--- config.mk ---
export PLATFORM = sky130hd
export DESIGN_NAME = supply_guard
export DESIGN_NICKNAME = d
export VERILOG_FILES = /design/src/rtl/supply_guard_pkg.sv /design/src/rtl/sg_filter.sv /design/src/rtl/sg_por_seq.sv /design/src/rtl/sg_fault_ctl.sv /design/src/rtl/supply_guard.sv
export SDC_FILE = /design/constraint.sdc
export NUM_CORES = 1
export LEC_CHECK = 0
export BUFFER_PORTS_ARGS = -buffer_cell sky130_fd_sc_hd__buf_2
export CAP_MARGIN = 5
export CORE_MARGIN = 2
export CORE_UTILIZATION = 55
export DETAILED_ROUTE_END_ITERATION = 10
export GPL_TIMING_DRIVEN = 0
export PLACE_DENSITY = 0.73
export SLEW_MARGIN = 20
export SYNTH_ARGS = -nofsm -noshare
export SYNTH_HDL_FRONTEND = slang
export SYNTH_HIERARCHICAL = 1
export SYNTH_SLANG_ARGS = --single-unit
--- constraint.sdc ---
create_clock -name clk -period 1.6 [get_ports clk]
set_input_delay 0.32 -clock clk [delete_from_list [all_inputs] [get_ports clk]]
set_output_delay 0.32 -clock clk [all_outputs]
set_load 0.1 [all_outputs]
--- src/rtl/supply_guard_pkg.sv ---
package supply_guard_pkg;
  typedef enum logic [0:0] {
    CH_UV = 1'b0,
    CH_OV = 1'b1
  } fault_ch_e;

  localparam int unsigned NUM_CH = 2;

  function automatic int unsigned cnt_width(input int unsigned max_val);
    return (max_val < 2) ? 1 : $clog2(max_val + 1);
  endfunction
endpackage

--- src/rtl/sg_filter.sv ---
module sg_filter #(
  parameter int unsigned OFF_CYC = 16,
  parameter int unsigned ON_CYC  = 32
) (
  input  logic clk,
  input  logic rst_n,
  input  logic srst,
  input  logic raw_i,
  output logic filt_o
);
  import supply_guard_pkg::*;

  localparam int unsigned MAXC = (OFF_CYC > ON_CYC) ? OFF_CYC : ON_CYC;
  localparam int unsigned CW   = cnt_width(MAXC);
  localparam logic [CW-1:0] OFF_LAST = CW'(OFF_CYC - 1);
  localparam logic [CW-1:0] ON_LAST  = CW'(ON_CYC - 1);

  logic [CW-1:0] cnt_q;
  logic          filt_q;
  logic [CW-1:0] last;

  assign last = filt_q ? ON_LAST : OFF_LAST;

  always_ff @(posedge clk or negedge rst_n) begin
    if (!rst_n) begin
      cnt_q  <= '0;
      filt_q <= 1'b0;
    end else if (srst) begin
      cnt_q  <= '0;
      filt_q <= 1'b0;
    end else if (raw_i == filt_q) begin
      cnt_q <= '0;
    end else if (cnt_q == last) begin
      filt_q <= raw_i;
      cnt_q  <= '0;
    end else begin
      cnt_q <= cnt_q + 1'b1;
    end
  end

  assign filt_o = filt_q;


  cnt_bound_chk: assert property (@(posedge clk) disable iff (!rst_n)
    cnt_q < CW'(MAXC));
endmodule

--- src/rtl/sg_por_seq.sv ---
module sg_por_seq #(
  parameter int unsigned POR_CYC = 64
) (
  input  logic clk,
  input  logic rst_n,
  input  logic por_i,
  output logic ready_o
);
  import supply_guard_pkg::*;

  localparam int unsigned CW = cnt_width(POR_CYC);
  localparam logic [CW-1:0] LAST = CW'(POR_CYC - 1);

  logic [CW-1:0] cnt_q;
  logic          rdy_q;

  always_ff @(posedge clk or negedge rst_n) begin
    if (!rst_n) begin
      cnt_q <= '0;
      rdy_q <= 1'b0;
    end else if (por_i) begin
      cnt_q <= '0;
      rdy_q <= 1'b0;
    end else if (!rdy_q) begin
      if (cnt_q == LAST) rdy_q <= 1'b1;
      else               cnt_q <= cnt_q + 1'b1;
    end
  end

  assign ready_o = rdy_q;


  por_clears_ready_chk: assert property (@(posedge clk) disable iff (!rst_n)
    por_i |=> !rdy_q);
endmodule

--- src/rtl/sg_fault_ctl.sv ---
module sg_fault_ctl (
  input  logic clk,
  input  logic rst_n,
  input  logic srst,
  input  logic ready_i,
  input  logic por_i,
  input  logic uv_f_i,
  input  logic ov_f_i,
  input  logic uv_raw_i,
  input  logic ov_raw_i,
  input  logic latch_en_i,
  input  logic drive_req_i,
  input  logic en_line_i,
  output logic permit_o,
  output logic ov_hold_o,
  output logic stage_en_o,
  output logic reprog_o
);
  logic ov_lat_q;
  logic stage_q;
  logic uv_prev_q;
  logic stage_d;

  assign ov_hold_o = ov_f_i | ov_lat_q;
  assign permit_o  = ready_i & ~por_i & ~uv_f_i & ~ov_hold_o;

  // turn-on needs the raw flags clear; staying on does not
  assign stage_d = permit_o & drive_req_i & en_line_i &
                   (stage_q | (~uv_raw_i & ~ov_raw_i));

  always_ff @(posedge clk or negedge rst_n) begin
    if (!rst_n) begin
      ov_lat_q  <= 1'b0;
      stage_q   <= 1'b0;
      uv_prev_q <= 1'b0;
    end else if (srst) begin
      ov_lat_q  <= 1'b0;
      stage_q   <= 1'b0;
      uv_prev_q <= 1'b0;
    end else begin
      ov_lat_q  <= latch_en_i & (ov_lat_q | ov_f_i);
      stage_q   <= stage_d;
      uv_prev_q <= uv_f_i;
    end
  end

  assign stage_en_o = stage_q & permit_o & drive_req_i & en_line_i;
  assign reprog_o   = uv_prev_q & ~uv_f_i;


  stage_on_clean_chk: assert property (@(posedge clk) disable iff (!rst_n)
    $rose(stage_en_o) |-> $past(!uv_raw_i && !ov_raw_i));

  reprog_single_chk: assert property (@(posedge clk) disable iff (!rst_n)
    reprog_o |=> !reprog_o);

  latch_release_chk: assert property (@(posedge clk) disable iff (!rst_n)
    $fell(ov_lat_q) |-> ($past(!latch_en_i) || $past(srst)));

  line_low_off_chk: assert property (@(posedge clk) disable iff (!rst_n)
    !en_line_i |-> !stage_en_o);
endmodule

--- src/rtl/supply_guard.sv ---
module supply_guard #(
  parameter int unsigned OFF_CYC = 16,
  parameter int unsigned ON_CYC  = 32,
  parameter int unsigned POR_CYC = 64
) (
  input  logic clk,
  input  logic rst_n,
  input  logic uv_cmp_i,
  input  logic ov_cmp_i,
  input  logic por_cmp_i,
  input  logic sif_mode_i,
  input  logic ov_latch_cfg_i,
  input  logic uv_test_i,
  input  logic ov_test_i,
  input  logic drive_req_i,
  input  logic en_line_i,
  output logic en_line_pull_o,
  output logic stage_en_o,
  output logic uv_stat_o,
  output logic ov_stat_o,
  output logic diag_hold_o,
  output logic reprog_req_o,
  output logic op_ready_o
);
  import supply_guard_pkg::*;

  logic                ready;
  logic                srst;
  logic [NUM_CH-1:0]   raw;
  logic [NUM_CH-1:0]   filt;
  logic                permit;
  logic                ov_hold;
  logic                latch_en;

  sg_por_seq #(.POR_CYC(POR_CYC)) u_por (
    .clk(clk), .rst_n(rst_n), .por_i(por_cmp_i), .ready_o(ready)
  );

  assign srst = ~ready | por_cmp_i;

  // self-tests act only in serial-interface mode
  assign raw[CH_UV] = uv_cmp_i | (sif_mode_i & uv_test_i);
  assign raw[CH_OV] = ov_cmp_i | (sif_mode_i & ov_test_i);

  for (genvar g = 0; g < NUM_CH; g++) begin : g_filt
    sg_filter #(.OFF_CYC(OFF_CYC), .ON_CYC(ON_CYC)) u_filt (
      .clk(clk), .rst_n(rst_n), .srst(srst),
      .raw_i(raw[g]), .filt_o(filt[g])
    );
  end

  assign latch_en = sif_mode_i & ov_latch_cfg_i;

  sg_fault_ctl u_ctl (
    .clk(clk), .rst_n(rst_n), .srst(srst), .ready_i(ready),
    .por_i(por_cmp_i), .uv_f_i(filt[CH_UV]), .ov_f_i(filt[CH_OV]),
    .uv_raw_i(raw[CH_UV]), .ov_raw_i(raw[CH_OV]), .latch_en_i(latch_en),
    .drive_req_i(drive_req_i), .en_line_i(en_line_i),
    .permit_o(permit), .ov_hold_o(ov_hold),
    .stage_en_o(stage_en_o), .reprog_o(reprog_req_o)
  );

  assign en_line_pull_o = ~permit;
  assign uv_stat_o      = sif_mode_i & filt[CH_UV];
  assign ov_stat_o      = sif_mode_i & ov_hold;
  assign diag_hold_o    = filt[CH_UV];
  assign op_ready_o     = ready;


  por_immediate_chk: assert property (@(posedge clk) disable iff (!rst_n)
    por_cmp_i |-> (!stage_en_o && en_line_pull_o));

  flag_mode_status_chk: assert property (@(posedge clk) disable iff (!rst_n)
    !sif_mode_i |-> (!uv_stat_o && !ov_stat_o));

  fault_forces_off_chk: assert property (@(posedge clk) disable iff (!rst_n)
    en_line_pull_o |-> !stage_en_o);
endmodule

==> flow_summary.yaml <==
timing:
  slew_headroom_pct: 63.19
  worst_pin_slew_ns: 0.5521
  min_period_over_period_pct: 123.9
  fin_skew_ns: 0.006381
  hold_violations: 0
  min_period_ns: 1.983
  max_freq_mhz: 504.3
  finalMaxSlewViolations: 0
  rsz0062_at_grt: "yes"
  fin_tns_setup_ns: -0.8455
  finalSetupViolCount: 3
  fin_ws_ns: -0.3829
floorplan:
  die_x_um: 52.62
  rows: 17
  die_height_um: 52.62
  core_region_area_um2: 2233
  dieArea_um2: 2768
  ioPinCount: 18
  initial_core_util_pct: 58.21
clock_network:
  cts_sinks: 25
  cts.root.buffer_cell: "clkbuf_4"
  cts_tree: "built"
  cts.clk_slew.worst_paths_ns: 0.13
  clk_latency_ns: 0.31
  cts_buffers: 3
  ctsLongestPathBuffers: 2
  htree_num_levels: 1
power_and_ir_drop:
  vdd_drop_max_mv: 0.5675
  p_per_area_nw_per_um2: 678.3
  p_leak_nw: 0.7900
layout:
  antenna-diode-count: 0
  nets: 163
  area_growth_pct: 23.97
  layout-drive-gt1-share_pct: 29.05
detailed_routing:
  drtPass1Iterations: 4
  vias: 1008
  drtIter0Drc: 22
  wl_per_cell_um: 14.57
  via_per_inst: 5.727
  wl_um: 2565
  drtAntennaViolNets: 0
  drc: 0
grt:
  antenna_found_initial: 0
  first_global_vias: 951
  grt_pass1_wl_um: 4098
  grt.overflow.total: 0
  grt_max_degree: 26
  grt_usage_pct: 20.70
placement:
  io_buffers: 17
  dp_hpwl_um: 1690
  globalplace.congestion: 0.7935
  pre_cts_ws_ns: -0.3767
synth:
  synth_ff_type: "dfrtp_1"
  yosys.area.top_type: "dfrtp_1"
  syn_area_per_cell_um2: 10.83
  yosys.cell_count.top_type: "dfrtp_1"
  syn_nets: 134
  synth_area_um2: 1300
  synth-warning-count: 6
  yosys-top-cells-area: "dfrtp_1 (48%), xor2_1 (6.7%), and3_1 (2.9%)"
  yosysTopAreaCellShare_pct: 48.12
  syn_inst: 120
  seq_area_frac_synth_pct: 48.12
  async_reset_ff_share_pct: 100.0
  synth-seq-cells: 25
  ys_types: 37
  synth_edf_count: 0
  yosys-top-cells-count: "dfrtp_1 (25), xor2_1 (10), nor2_1 (8)"
critical_path:
  worst-endpoint-arrival_ns: 1.66
  end_kind: "output pin"
  worstPathCellList: "or4b_4, nor3_4, buf_12"
  worst_ep_required_time_ns: 1.28
  critPathLaunchType: "register"
  cp_max_fo: 3
  critPathSlowestCell: "or4b_4"
  r2r_cells: 4
  cpPeakStageDelay_ns: 0.57
  criticalPathCategory: "reg2out"
worst_hold_path:
  hold_depth: 2
  hold_path_class: "in2reg"
flow_run:
  cap_violations: 0
status:
  status: "complete, but fails checks"
  violations: "setup timing"
[layer usage]
layer  part of all wire (%)  vias up  track usage (%)
met5                      0        -                0
met2                     51       16            34.38
met4                    1.2        0            12.39
met3                    2.2        2            2.571
met1                     45      488            25.46
li1                       -      502                -
[sequential cells by signal, summed over array words and instances, names as in the netlist]
signal,cells
u_ctl/uv_prev_q,1
g_filt.u_filt/cnt_q,12
u_ctl/stage_q,1
u_por/ready_o,1
u_por/cnt_q,7
g_filt.u_filt/filt_o,2
u_ctl/ov_lat_q,1
[critical path, delay by kind of cell, from the launching register on]
kind | cells | cell delay (ns)
buffers and inverters | 1 | 0.20
DFF | 1 | 0.40
and+or+nand+nor | 2 | 0.74
[where the power goes]
part           switching (mW)  total (mW)  leakage [nW]  internal (mW)
logic                  0.0688       0.125         0.434         0.0559
clock network           0.183       0.280        0.0150         0.0974
registers              0.0310       0.688         0.341          0.657
[cell usage in the layout (no fill, tap or decap), types with 3 or more instances in the layout]
cell type	Yosys	layout
inv_1	6	6
clkbuf_4	0	3
nand2_1	5	5
o21ai_0	4	4
xor2_1	10	10
a21oi_1	3	3
nor2_1	8	8
a31oi_1	4	4
buf_6	0	3
and3_1	6	6
buf_4	0	6
buf_2	1	11
dfrtp_1	25	23
ha_1	3	3
a21o_1	3	3
nand3_1	5	5
buf_12	0	4
nand4_1	3	3
[final timing paths]
check / startpoint / end / slack [ns]
max in group asynchronous: rst_n / u_por/ready_o / 0.65
worst max register to register: u_por/cnt_q[0] / u_por/cnt_q[0] / 0.11
worst min-delay path: por_cmp_i / u_por/cnt_q[5] / 0.25
worst min register to register: g_filt[1].u_filt/cnt_q[0] / g_filt[1].u_filt/cnt_q[0] / 0.47
min in group asynchronous: rst_n / u_ctl/uv_prev_q / 0.54
worst max-delay path: u_ctl/ov_lat_q / stage_en_o / -0.38
[through the flow]
stage	hold WS [ns]	std cells	instance area [um2]	utilization, %	power, mW
2_1_floorplan	0.02441	120	1326	-	0.7704
3_3_place_gp	0.3345	165	1446	64.76	0.8138
3_5_place_dp	0.3395	165	1446	64.76	0.8223
4_1_cts	0.2411	173	1567	70.14	1.099
5_1_grt	0.2433	176	1612	72.16	1.148
6_report	0.2519	176	1612	72.16	1.093
[final cells by class]
cell class | instances | area, um2
multi-input cells | 88 | 673.1
flip-flops and latches | 25 | 630.6
fillers | 165 | 621.8
repair buffers | 24 | 219.0
well taps | 28 | 35.03
clock buffers | 4 | 26.28
inverters | 6 | 22.52
plain buffers | 1 | 5.005
[what timing repair did]
action / in CTS / in global routing
buffers inserted: 3 / 3
hold buffers: 1 / 0
cloned: 0 / 0
endpoints found under the setup margin: 6 / 4
hold endpoints to repair: 25 / 0
resized for setup: 18 / 6
pin swaps: 5 / 1
[kinds of logic after synthesis]
family	after synthesis	synth area share, %
flip-flops	25	48.12
AO/OA/AOI/OAI	26	17.42
XOR/XNOR	10	6.737
AND/OR/NAND/NOR	49	22.71
adder cells (fa/ha/maj)	3	2.888
buffers and inverters	7	2.117
Power figures use the tool's default switching activity.
